`config.mk`:
```
export PLATFORM = sky130hd
export DESIGN_NAME = sbc_host_regs
export DESIGN_NICKNAME = d
export VERILOG_FILES = /design/src/rtl/sbc_regs_pkg.sv /design/src/rtl/sbc_cmd_decode.sv /design/src/rtl/sbc_tgt_check.sv /design/src/rtl/sbc_irq_ctrl.sv /design/src/rtl/sbc_host_regs.sv
export SDC_FILE = /design/constraint.sdc
export NUM_CORES = 1
export LEC_CHECK = 0
export ABC_AREA = 1
export CAP_MARGIN = 0
export CORE_UTILIZATION = 45
export DETAILED_ROUTE_END_ITERATION = 10
export HOLD_SLACK_MARGIN = 0.03
export PLACE_DENSITY_LB_ADDON = 0.08
export SYNTH_ARGS = -nofsm -noshare
export SYNTH_HDL_FRONTEND = slang
export SYNTH_SLANG_ARGS = --single-unit
```
`constraint.sdc`:
```
create_clock -name clk -period 5.4 [get_ports clk]
set_clock_uncertainty 0.2 [all_clocks]
set_input_delay 1.62 -clock clk [delete_from_list [all_inputs] [get_ports clk]]
set_output_delay 1.62 -clock clk [all_outputs]
set_load 0.1 [all_outputs]
```
`src/rtl/sbc_regs_pkg.sv`:
```
package sbc_regs_pkg;

  localparam int REG_ADDR_W = 4;

  localparam logic [REG_ADDR_W-1:0] OFS_CMD    = 4'h3;
  localparam logic [REG_ADDR_W-1:0] OFS_STAT   = 4'h4;  // write side: target ID
  localparam logic [REG_ADDR_W-1:0] OFS_INTR   = 4'h5;  // write side: select timeout
  localparam logic [REG_ADDR_W-1:0] OFS_SEQ    = 4'h6;
  localparam logic [REG_ADDR_W-1:0] OFS_FLAGS  = 4'h7;
  localparam logic [REG_ADDR_W-1:0] OFS_CFG1   = 4'h8;
  localparam logic [REG_ADDR_W-1:0] OFS_CHIPID = 4'hE;

  localparam logic [7:0] CAUSE_FUNC = 8'h08;
  localparam logic [7:0] CAUSE_SVC  = 8'h10;
  localparam logic [7:0] CAUSE_DISC = 8'h20;
  localparam logic [7:0] CAUSE_BRST = 8'h80;

  localparam int         ST_TC_BIT  = 4;
  localparam logic [2:0] PH_CMD     = 3'd2;
  localparam logic [2:0] PH_STATUS  = 3'd3;
  localparam logic [2:0] PH_MSGIN   = 3'd7;

  localparam logic [2:0] SEQ_DONE   = 3'd4;
  localparam int         CFG1_QUIET_BIT = 6;

  typedef enum logic [3:0] {
    OP_IDLE, OP_NOP, OP_FLUSH, OP_CHIPRST, OP_BUSRST, OP_XFER,
    OP_CMPLT, OP_MSGOK, OP_PAD, OP_ATN, OP_SEL, OP_SELSTOP,
    OP_ENSEL, OP_UNKNOWN
  } op_e;

  function automatic op_e decode_op(input logic [6:0] code);
    case (code)
      7'h00:        return OP_NOP;
      7'h01:        return OP_FLUSH;
      7'h02:        return OP_CHIPRST;
      7'h03:        return OP_BUSRST;
      7'h10:        return OP_XFER;
      7'h11:        return OP_CMPLT;
      7'h12:        return OP_MSGOK;
      7'h18:        return OP_PAD;
      7'h1A:        return OP_ATN;
      7'h41, 7'h42: return OP_SEL;
      7'h43:        return OP_SELSTOP;
      7'h44:        return OP_ENSEL;
      default:      return OP_UNKNOWN;
    endcase
  endfunction

  // Status low bits after the command-complete sequence.
  function automatic logic [6:0] cmplt_status(input logic dma, input logic [6:0] cur);
    logic [6:0] tc_st;
    tc_st = 7'(1 << ST_TC_BIT) | {4'b0, PH_STATUS};
    if (dma) return tc_st | {4'b0, PH_MSGIN};
    return cur | {4'b0, PH_MSGIN};
  endfunction

  // Status low bits after message accepted.
  function automatic logic [6:0] msgok_status(input logic dma, input logic [6:0] cur);
    if (dma) return 7'(1 << ST_TC_BIT) | {4'b0, PH_STATUS};
    return cur;
  endfunction

  function automatic logic [6:0] stop_status();
    return 7'(1 << ST_TC_BIT) | {4'b0, PH_CMD};
  endfunction

endpackage

```
`src/rtl/sbc_cmd_decode.sv`:
```
module sbc_cmd_decode
  import sbc_regs_pkg::*;
(
  input  logic       cmd_wr,
  input  logic [7:0] cmd_byte,
  output op_e        op,
  output logic       dma_bit
);

  always_comb begin
    op      = cmd_wr ? decode_op(cmd_byte[6:0]) : OP_IDLE;
    dma_bit = cmd_byte[7];
  end

endmodule

```
`src/rtl/sbc_tgt_check.sv`:
```
module sbc_tgt_check #(
  parameter int NUM_TGT = 8
) (
  input  logic [2:0]         id,
  input  logic [NUM_TGT-1:0] mask,
  output logic               present
);

  localparam int ID_SPACE = 8;

  logic [ID_SPACE-1:0] wide_mask;

  for (genvar i = 0; i < ID_SPACE; i++) begin : g_bit
    if (i < NUM_TGT) begin : g_in
      assign wide_mask[i] = mask[i];
    end else begin : g_out
      assign wide_mask[i] = 1'b0;
    end
  end

  assign present = wide_mask[id];

endmodule

```
`src/rtl/sbc_irq_ctrl.sv`:
```
module sbc_irq_ctrl (
  input  logic clk,
  input  logic rst_n,
  input  logic raise,
  input  logic lower,
  output logic irq
);

  logic irq_q;

  always_ff @(posedge clk or negedge rst_n) begin
    if (!rst_n)      irq_q <= 1'b0;
    else if (lower)  irq_q <= 1'b0;
    else if (raise)  irq_q <= 1'b1;
  end

  assign irq = irq_q;

  assert_irq_raise_R4: assert property (@(posedge clk) disable iff (!rst_n)
    (raise && !lower) |=> irq);

  assert_irq_lower_R3: assert property (@(posedge clk) disable iff (!rst_n)
    lower |=> !irq);

  assert_irq_hold_R4: assert property (@(posedge clk) disable iff (!rst_n)
    (!raise && !lower) |=> $stable(irq));

endmodule

```
`src/rtl/sbc_host_regs.sv`:
```
module sbc_host_regs
  import sbc_regs_pkg::*;
#(
  parameter int         NUM_TGT  = 8,
  parameter logic [7:0] CHIP_ID  = 8'h04,
  parameter logic [7:0] CFG1_RST = 8'h07
) (
  input  logic               clk,
  input  logic               rst_n,
  input  logic [3:0]         bus_addr,
  input  logic [7:0]         bus_wdata,
  input  logic               bus_wr,
  input  logic               bus_rd,
  output logic [7:0]         bus_rdata,
  input  logic [NUM_TGT-1:0] tgt_present,
  output logic               irq,
  output logic               dma_mode,
  output logic               sel_req,
  output logic [2:0]         sel_id,
  output logic               xfer_req
);

  localparam int ID_W = 3;

  // state
  logic [7:0]      cmd_q, cause_q, flags_q, cfg1_q;
  logic [6:0]      stat_lo_q;
  logic [2:0]      seq_q;
  logic [ID_W-1:0] busid_q, sel_id_q;
  logic            sel_req_q, xfer_req_q;

  logic [7:0]      cmd_n, cause_n, flags_n, cfg1_n;
  logic [6:0]      stat_lo_n;
  logic [2:0]      seq_n;
  logic [ID_W-1:0] busid_n, sel_id_n;
  logic            sel_req_n, xfer_req_n;
  logic            irq_raise, irq_lower;

  // named events
  logic ev_cmd_wr, ev_rd_intr, ev_busrst, ev_chiprst, ev_sel_absent, ev_xfer;
  op_e  op;
  logic op_dma, tgt_ok, is_select;

  assign ev_cmd_wr  = bus_wr && (bus_addr == OFS_CMD);
  assign ev_rd_intr = bus_rd && !bus_wr && (bus_addr == OFS_INTR);

  sbc_cmd_decode u_dec (
    .cmd_wr   (ev_cmd_wr),
    .cmd_byte (bus_wdata),
    .op       (op),
    .dma_bit  (op_dma)
  );

  sbc_tgt_check #(.NUM_TGT(NUM_TGT)) u_tgt (
    .id      (busid_q),
    .mask    (tgt_present),
    .present (tgt_ok)
  );

  sbc_irq_ctrl u_irq (
    .clk   (clk),
    .rst_n (rst_n),
    .raise (irq_raise),
    .lower (irq_lower),
    .irq   (irq)
  );

  assign is_select     = (op == OP_SEL) || (op == OP_SELSTOP);
  assign ev_busrst     = (op == OP_BUSRST);
  assign ev_chiprst    = (op == OP_CHIPRST);
  assign ev_sel_absent = is_select && !tgt_ok;
  assign ev_xfer       = (op == OP_XFER);

  always_comb begin
    cmd_n      = cmd_q;
    cause_n    = cause_q;
    flags_n    = flags_q;
    cfg1_n     = cfg1_q;
    stat_lo_n  = stat_lo_q;
    seq_n      = seq_q;
    busid_n    = busid_q;
    sel_id_n   = sel_id_q;
    sel_req_n  = 1'b0;
    xfer_req_n = 1'b0;
    irq_raise  = 1'b0;
    irq_lower  = 1'b0;

    if (bus_wr) begin
      case (bus_addr)
        OFS_STAT: busid_n = bus_wdata[ID_W-1:0];
        OFS_CFG1: cfg1_n  = bus_wdata;
        OFS_CMD:  cmd_n   = bus_wdata;
        default: ;
      endcase

      case (op)
        OP_FLUSH: begin
          cause_n = CAUSE_FUNC;
          seq_n   = '0;
          flags_n = '0;
        end
        OP_CHIPRST: begin
          cmd_n     = '0;
          cause_n   = '0;
          flags_n   = '0;
          cfg1_n    = CFG1_RST;
          stat_lo_n = '0;
          seq_n     = '0;
          busid_n   = '0;
          irq_lower = 1'b1;
        end
        OP_BUSRST: begin
          cause_n   = CAUSE_BRST;
          irq_raise = !cfg1_q[CFG1_QUIET_BIT];
        end
        OP_XFER: xfer_req_n = 1'b1;
        OP_CMPLT: begin
          stat_lo_n = cmplt_status(op_dma, stat_lo_q);
          cause_n   = CAUSE_FUNC;
          if (op_dma) seq_n   = SEQ_DONE;
          else        flags_n = 8'd2;
          irq_raise = 1'b1;
        end
        OP_MSGOK: begin
          stat_lo_n = msgok_status(op_dma, stat_lo_q);
          cause_n   = CAUSE_DISC;
          seq_n     = '0;
          if (!op_dma) flags_n = 8'd2;
          irq_raise = 1'b1;
        end
        OP_PAD: begin
          stat_lo_n = 7'(1 << ST_TC_BIT);
          cause_n   = CAUSE_FUNC;
          seq_n     = '0;
        end
        OP_ENSEL: cause_n = '0;
        OP_SEL, OP_SELSTOP: begin
          if (!tgt_ok) begin
            stat_lo_n = '0;
            cause_n   = CAUSE_DISC;
            seq_n     = '0;
            irq_raise = 1'b1;
          end else begin
            sel_req_n = 1'b1;
            sel_id_n  = busid_q;
            if (op == OP_SELSTOP) begin
              stat_lo_n = stop_status();
              cause_n   = CAUSE_SVC | CAUSE_FUNC;
              seq_n     = SEQ_DONE;
              irq_raise = 1'b1;
            end
          end
        end
        default: ;
      endcase
    end else if (ev_rd_intr) begin
      cause_n             = '0;
      stat_lo_n[ST_TC_BIT] = 1'b0;
      seq_n               = SEQ_DONE;
      irq_lower           = 1'b1;
    end
  end

  always_ff @(posedge clk or negedge rst_n) begin
    if (!rst_n) begin
      cmd_q      <= '0;
      cause_q    <= '0;
      flags_q    <= '0;
      cfg1_q     <= CFG1_RST;
      stat_lo_q  <= '0;
      seq_q      <= '0;
      busid_q    <= '0;
      sel_id_q   <= '0;
      sel_req_q  <= 1'b0;
      xfer_req_q <= 1'b0;
    end else begin
      cmd_q      <= cmd_n;
      cause_q    <= cause_n;
      flags_q    <= flags_n;
      cfg1_q     <= cfg1_n;
      stat_lo_q  <= stat_lo_n;
      seq_q      <= seq_n;
      busid_q    <= busid_n;
      sel_id_q   <= sel_id_n;
      sel_req_q  <= sel_req_n;
      xfer_req_q <= xfer_req_n;
    end
  end

  always_comb begin
    bus_rdata = '0;
    if (bus_rd) begin
      case (bus_addr)
        OFS_CMD:    bus_rdata = cmd_q;
        OFS_STAT:   bus_rdata = {irq, stat_lo_q};
        OFS_INTR:   bus_rdata = cause_q;
        OFS_SEQ:    bus_rdata = {5'b0, seq_q};
        OFS_FLAGS:  bus_rdata = flags_q;
        OFS_CFG1:   bus_rdata = cfg1_q;
        OFS_CHIPID: bus_rdata = CHIP_ID;
        default:    bus_rdata = '0;
      endcase
    end
  end

  assign dma_mode = cmd_q[7];
  assign sel_req  = sel_req_q;
  assign sel_id   = sel_id_q;
  assign xfer_req = xfer_req_q;

  assert_intr_ack_R3: assert property (@(posedge clk) disable iff (!rst_n)
    ev_rd_intr |=> (cause_q == 8'h00 && seq_q == 3'd4 && !irq && !stat_lo_q[ST_TC_BIT]));

  assert_cmd_latch_R2: assert property (@(posedge clk) disable iff (!rst_n)
    (ev_cmd_wr && !ev_chiprst) |=> (cmd_q == $past(bus_wdata)));

  assert_busrst_quiet_R5: assert property (@(posedge clk) disable iff (!rst_n)
    (ev_busrst && cfg1_q[CFG1_QUIET_BIT]) |=> (cause_q == 8'h80 && irq == $past(irq)));

  assert_sel_absent_R8: assert property (@(posedge clk) disable iff (!rst_n)
    ev_sel_absent |=> (irq && cause_q == 8'h20 && seq_q == 3'd0 && !sel_req));

  assert_chiprst_R13: assert property (@(posedge clk) disable iff (!rst_n)
    ev_chiprst |=> (cfg1_q == CFG1_RST && !irq && cmd_q == 8'h00));

  assert_xfer_pulse_R10: assert property (@(posedge clk) disable iff (!rst_n)
    ev_xfer |=> xfer_req);

endmodule

```
==> reports/results.tsv, run 1 <==
metric	value	unit
synth.most_common_cell	nand2_1	
design_area	2938	um2
grt_use_total	0.2553	
period_share	0.9486	
path_class	in -> out	
min_from	cause_q[5]$_DFFE_PN0P_	
ys_ff_latch	35	
antenna_found_initial	0	
p_int	0.5124	mW
power.ir.vdd_worst	0.1560	mV
ys_top_cells_by_count	nand2_1, inv_1, nor2_1, dfrtp_1, o21ai_0	
viasPerCell	5.011	
placed_cells	429	
synth.cell_area	2271	um2
netlist_top_cells_area	dfrtp_1, nand2_1, inv_1, nor2_1, o21ai_0	
arrival	3300	ps
crit_path_max_incr_delay	550	ps
min_period	5122	ps
relSlewSlack	0.3535	
grt_pass1_vias	2157	
outcome	complete, no violations	
synth-edff-count	0	
yosys.area.top_type	dfrtp_1	
setup_violations	0	
p_sw_frac	0.3230	
place_hpwl	4661	um
cp.depth	8	
dieHeight	73.04	um
post-route-drc-count	0	
vias	2190	
cts_tree	done	
core_area	4786	um2
reg2regPathDepth	12	
drtPass1Iterations	4	
rrSetupSlack	3270	ps
initialDrtViolationCount	178	
hold_ws	292.1	ps
syn_inst	326	
final_max_slew_viol_count	0	
crit_required	3580	ps
synth_warnings	0	
insertion_delay	290	ps
wl	6076	um
share_comb_of_total_power	0.243	
p_leak	1.489	nW
globalRoute.totalOverflow	0	
fp.dieW	73.04	um
worst_pin_slew	966.7	ps
postCtsSetupBuffers	0	
ys_types	30	
post_drt_wl_per_cell	13.90	um
n_antenna_cell	0	
slowest_stage	clkdlybuf4s50_1	
place_congestion	0.8920	
max_freq	0.1952	GHz
io_buffers	38	
ys.flop_type	dfrtp_1	
finalNonFillerCells	437	
root_buffer	clkbuf_8	
grt_max_degree	36	
switchingPower	0.2444	mW
syn_area_per_cell	6.966	um2
syn2layout_area_growth	29.37	%
dpl_cell_area	2820	um2
hold_path.class	reg -> reg	
power_frac_clock	0.331	
fin_nets	393	
maxCapViolations	0	
finalPower	0.7568	mW
rr_startpoint	busid_q[0]$_DFFE_PN0P_	
cts_buffer_depth	2	
path_buf_inv	4	
cts.htree.levels	2	
hold_viol	0	
cp_common_cell	inv_1	
ys_seq_area_frac	0.3873	
drive_gt1_frac	0.1622	
rsz0062_at_grt	false	
seqPwrFrac	0.426	
grt_pass1_wl	10150	um
cts_buffers	5	
syn_nets	350	
p_per_area	257.6	nW/um2
post_cts_resized	0	
dieArea	5335	um2
synth_top_area_share	0.3526	
cp-end-kind	primary output	
timing.critical_path.from	bus_addr[3]	
cts.sinks	35	
tns	0	ps
cts_hold_buffers	0	
async_reset_ff_frac	1.000	
crit_fanout	6	
crit_path_end	bus_rdata[2]	
r2r-end	stat_lo_q[0]$_DFFE_PN0P_	
rows	25	
critical_path.cell_chain	clkdlybuf4s50_1, inv_1, nor3_1, inv_1, o21ai_0, a221oi_1, nor2_2, buf_12	
cpLargestDelayFamily	buffers and inverters	
path_clk_slew	70	ps
startpoint_type	input port	
boundaryPins	39	
ant_nets	0	
initial_core_util	0.4745	
## placed cells by master, fill, tap and decap left out, drive strengths merged
cell type and n:
a221oi 4, o211ai 4, clkinv 2, o21ai 32, inv 48, nor3 5, nand2 100, nand3 26
clkdlybuf4s50 30, nor2 47, dfstp 3, o22ai 1, a21oi 10, dfrtp 32, bufinv 1, nand4 6
o32ai 1, clkbuf 6, o221ai 1, buf 10, and2 1
## power by group through the flow
stage	sequential (mW)	clock [mW]	combinational [mW]
after CTS	0.322	0.255	0.186
after floorplan	0.348	0	0.0934
after global placement	0.326	0	0.183
after detailed placement	0.327	0	0.185
after global routing	0.326	0.264	0.205
final	0.322	0.251	0.184
## layout make-up
cell class              instances  area (um2)
repair buffers                 40       475.5
multi-input cells             238        1194
fillers                       469        1848
clock inverters                 2       35.03
inverters                      49       187.7
flip-flops and latches         35       879.6
well taps                      67       83.83
clock buffers                   6       82.58
## worst register-to-register path: cells and delay by family (launching register included)
kind            cells  cell delay (ps)
simple gates        8              820
compound gates      3              490
flops               1              400
buf+inv             1              110
## registers in the layout (all words and copies together) (netlist names)
name	flops
xfer_req	1
seq_q	1
u_irq.irq	1
flags_q	1
cfg1_q	8
sel_id	3
cause_q	4
sel_req	1
stat_lo_q	4
cmd_q	8
busid_q	3
## per-stage QoR
stage                     setup WS [ps]    util
after floorplan                   14.26       -
after global routing              131.2  0.6139
final                             277.6  0.6139
after CTS                         298.9  0.6139
after detailed placement          320.2  0.5893
after global placement            313.8  0.5893
## worst min path at each step
stage | endpoint | slack [ps] | cells after the start
floorplan | cause_q[4]$_DFFE_PN0P_ | 240 | 2
global placement | cause_q[3]$_DFFE_PN0P_ | 270 | 2
detailed placement | cause_q[5]$_DFFE_PN0P_ | 270 | 2
CTS | cause_q[5]$_DFFE_PN0P_ | 290 | 2
global route | cause_q[7]$_DFFE_PN0P_ | 310 | 2
finish | cause_q[5]$_DFFE_PN0P_ | 290 | 2
## logic make-up after synthesis
| logic type | Yosys count | share of synthesized area |
|---|---|---|
| buf+inv | 53 | 0.09201 |
| flops | 35 | 0.3873 |
| simple gates | 185 | 0.3846 |
| compound gates | 53 | 0.1361 |
## layer usage
metal / global-route usage / routed length [um] / vias to the layer above
li1: - / - / 1129
met1: 0.3252 / 2801 / 989
met2: 0.4342 / 2929 / 65
met3: 0.04282 / 258 / 7
met4: 0.09150 / 87 / 0
met5: 0 / 0 / -
Note: power is estimated with default switching activity, not from simulation.
==> inputs of run 2 (changes only) <==
--- a/config.mk
+++ b/config.mk
@@ -6,8 +6,10 @@
 export NUM_CORES = 1
 export LEC_CHECK = 0
 export ABC_AREA = 1
-export CAP_MARGIN = 0
-export CORE_UTILIZATION = 45
+export CAP_MARGIN = 20
+export CELL_PAD_IN_SITES_DETAIL_PLACEMENT = 1
+export CELL_PAD_IN_SITES_GLOBAL_PLACEMENT = 1
+export CORE_UTILIZATION = 41
 export DETAILED_ROUTE_END_ITERATION = 10
 export HOLD_SLACK_MARGIN = 0.03
 export PLACE_DENSITY_LB_ADDON = 0.08
==> reports/results.tsv, run 2 (same netlist as run 1, synthesis figures left out) <==
metric	value	unit
rrSetupSlack	3140	ps
cts_buffers	5	
grt_max_degree	36	
cts.sinks	35	
slowest_stage	clkdlybuf4s50_1	
path_class	in -> out	
post-route-drc-count	0	
rr_startpoint	busid_q[0]$_DFFE_PN0P_	
min_period	5123	ps
mostFrequentLayoutCells	nand2_1, inv_1, nor2_1, dfrtp_1, clkdlybuf4s50_1	
p_per_area	259.7	nW/um2
dieArea	5841	um2
antenna_found_initial	0	
r2r-end	seq_q[2]$_DFFE_PN0P_	
dpl_cell_area	2824	um2
hold_path.class	reg -> reg	
final_max_slew_viol_count	0	
viasPerCell	5.266	
grt_use_total	0.2671	
path_clk_slew	70	ps
cp-end-kind	primary output	
core_area	5205	um2
grt_pass1_vias	2541	
cts.htree.levels	2	
finalNonFillerCells	440	
hold_viol	0	
io_buffers	38	
period_share	0.9488	
placed_cells	432	
crit_required	3580	ps
outcome	complete, no violations	
p_leak	1.489	nW
vias	2317	
grt_pass1_wl	12260	um
cts_buffer_depth	2	
initial_core_util	0.4363	
hold_path_depth	2	
n_antenna_cell	0	
crit_path_end	bus_rdata[4]	
dieHeight	76.43	um
relSlewSlack	0.3471	
rows	26	
syn2layout_area_growth	29.53	%
postCtsSetupBuffers	0	
insertion_delay	290	ps
cts_hold_buffers	0	
maxCapViolations	0	
crit_fanout	6	
max_freq	0.1952	GHz
crit_path_max_incr_delay	490	ps
drive_gt1_frac	0.1622	
initialDrtViolationCount	157	
fin_nets	393	
startpoint_type	input port	
cts_tree	done	
root_buffer	clkbuf_8	
post_drt_wl_per_cell	15.99	um
setup_violations	0	
wl	7037	um
top_regs	cfg1_q: 8 flops, cmd_q: 8 flops	
critical_path.cell_chain	clkdlybuf4s50_1, inv_1, nor2_1, inv_1, nor2_1, a221oi_1, a21oi_2, buf_12	
drtPass1Iterations	4	
arrival	3300	ps
design_area	2942	um2
power.ir.vdd_worst	0.1304	mV
place_congestion	0.8796	
hold_ws	288.1	ps
rsz0062_at_grt	false	
final_common_cell	nand2_1	
reg2regPathDepth	13	
worst_slack	276.6	ps
place_hpwl	5515	um
globalRoute.totalOverflow	0	
boundaryPins	39	
tns	0	ps
post_cts_resized	0	
fp.dieW	76.43	um
worst_pin_slew	976.3	ps
timing.critical_path.from	bus_addr[2]	
min_from	cause_q[7]$_DFFE_PN0P_	
pre_cts_ws	321.0	ps
ant_nets	0	
## run 2: worst min-delay path by stage
stage                                     endpoint  slack (ps)
final                       cause_q[7]$_DFFE_PN0P_         290
after global routing      stat_lo_q[0]$_DFFE_PN0P_         320
after CTS                   cause_q[7]$_DFFE_PN0P_         290
after detailed placement    cause_q[5]$_DFFE_PN0P_         280
after global placement      cause_q[4]$_DFFE_PN0P_         270
after floorplan             cause_q[4]$_DFFE_PN0P_         240
## run 2: critical path: cells and delay by family
family          cells  cell delay, ps
buf+inv             4             840
simple gates        2             470
compound gates      2             370
## run 2: stage by stage
stage	util	power (mW)
after floorplan	-	0.4417
after global placement	0.5425	0.5113
after detailed placement	0.5425	0.5199
after CTS	0.5651	0.7691
after global routing	0.5651	0.7971
final	0.5651	0.7638
## run 2: routing by layer
layer  track usage  up-vias  share of wire
met2        0.4676       60           0.49
met5             0        -              0
met4        0.1058        0          0.019
li1              -     1132              -
met1        0.3280     1114           0.44
met3       0.03952       11          0.042
## run 2: final cells by class
cell class                      count  area, um2
Fill cell                         689       2263
Multi-Input combinational cell    238       1194
Sequential cell                    35      879.6
Timing Repair Buffer               40      475.5
Inverter                           49      187.7
Tap cell                           70      87.58
Clock buffer                        6      82.58
Clock inverter                      2      35.03
## run 2: power breakdown
part           internal [mW]  total, mW  switching, mW
registers              0.301      0.323         0.0222
logic                 0.0620      0.191          0.129
clock network          0.149      0.249         0.0999
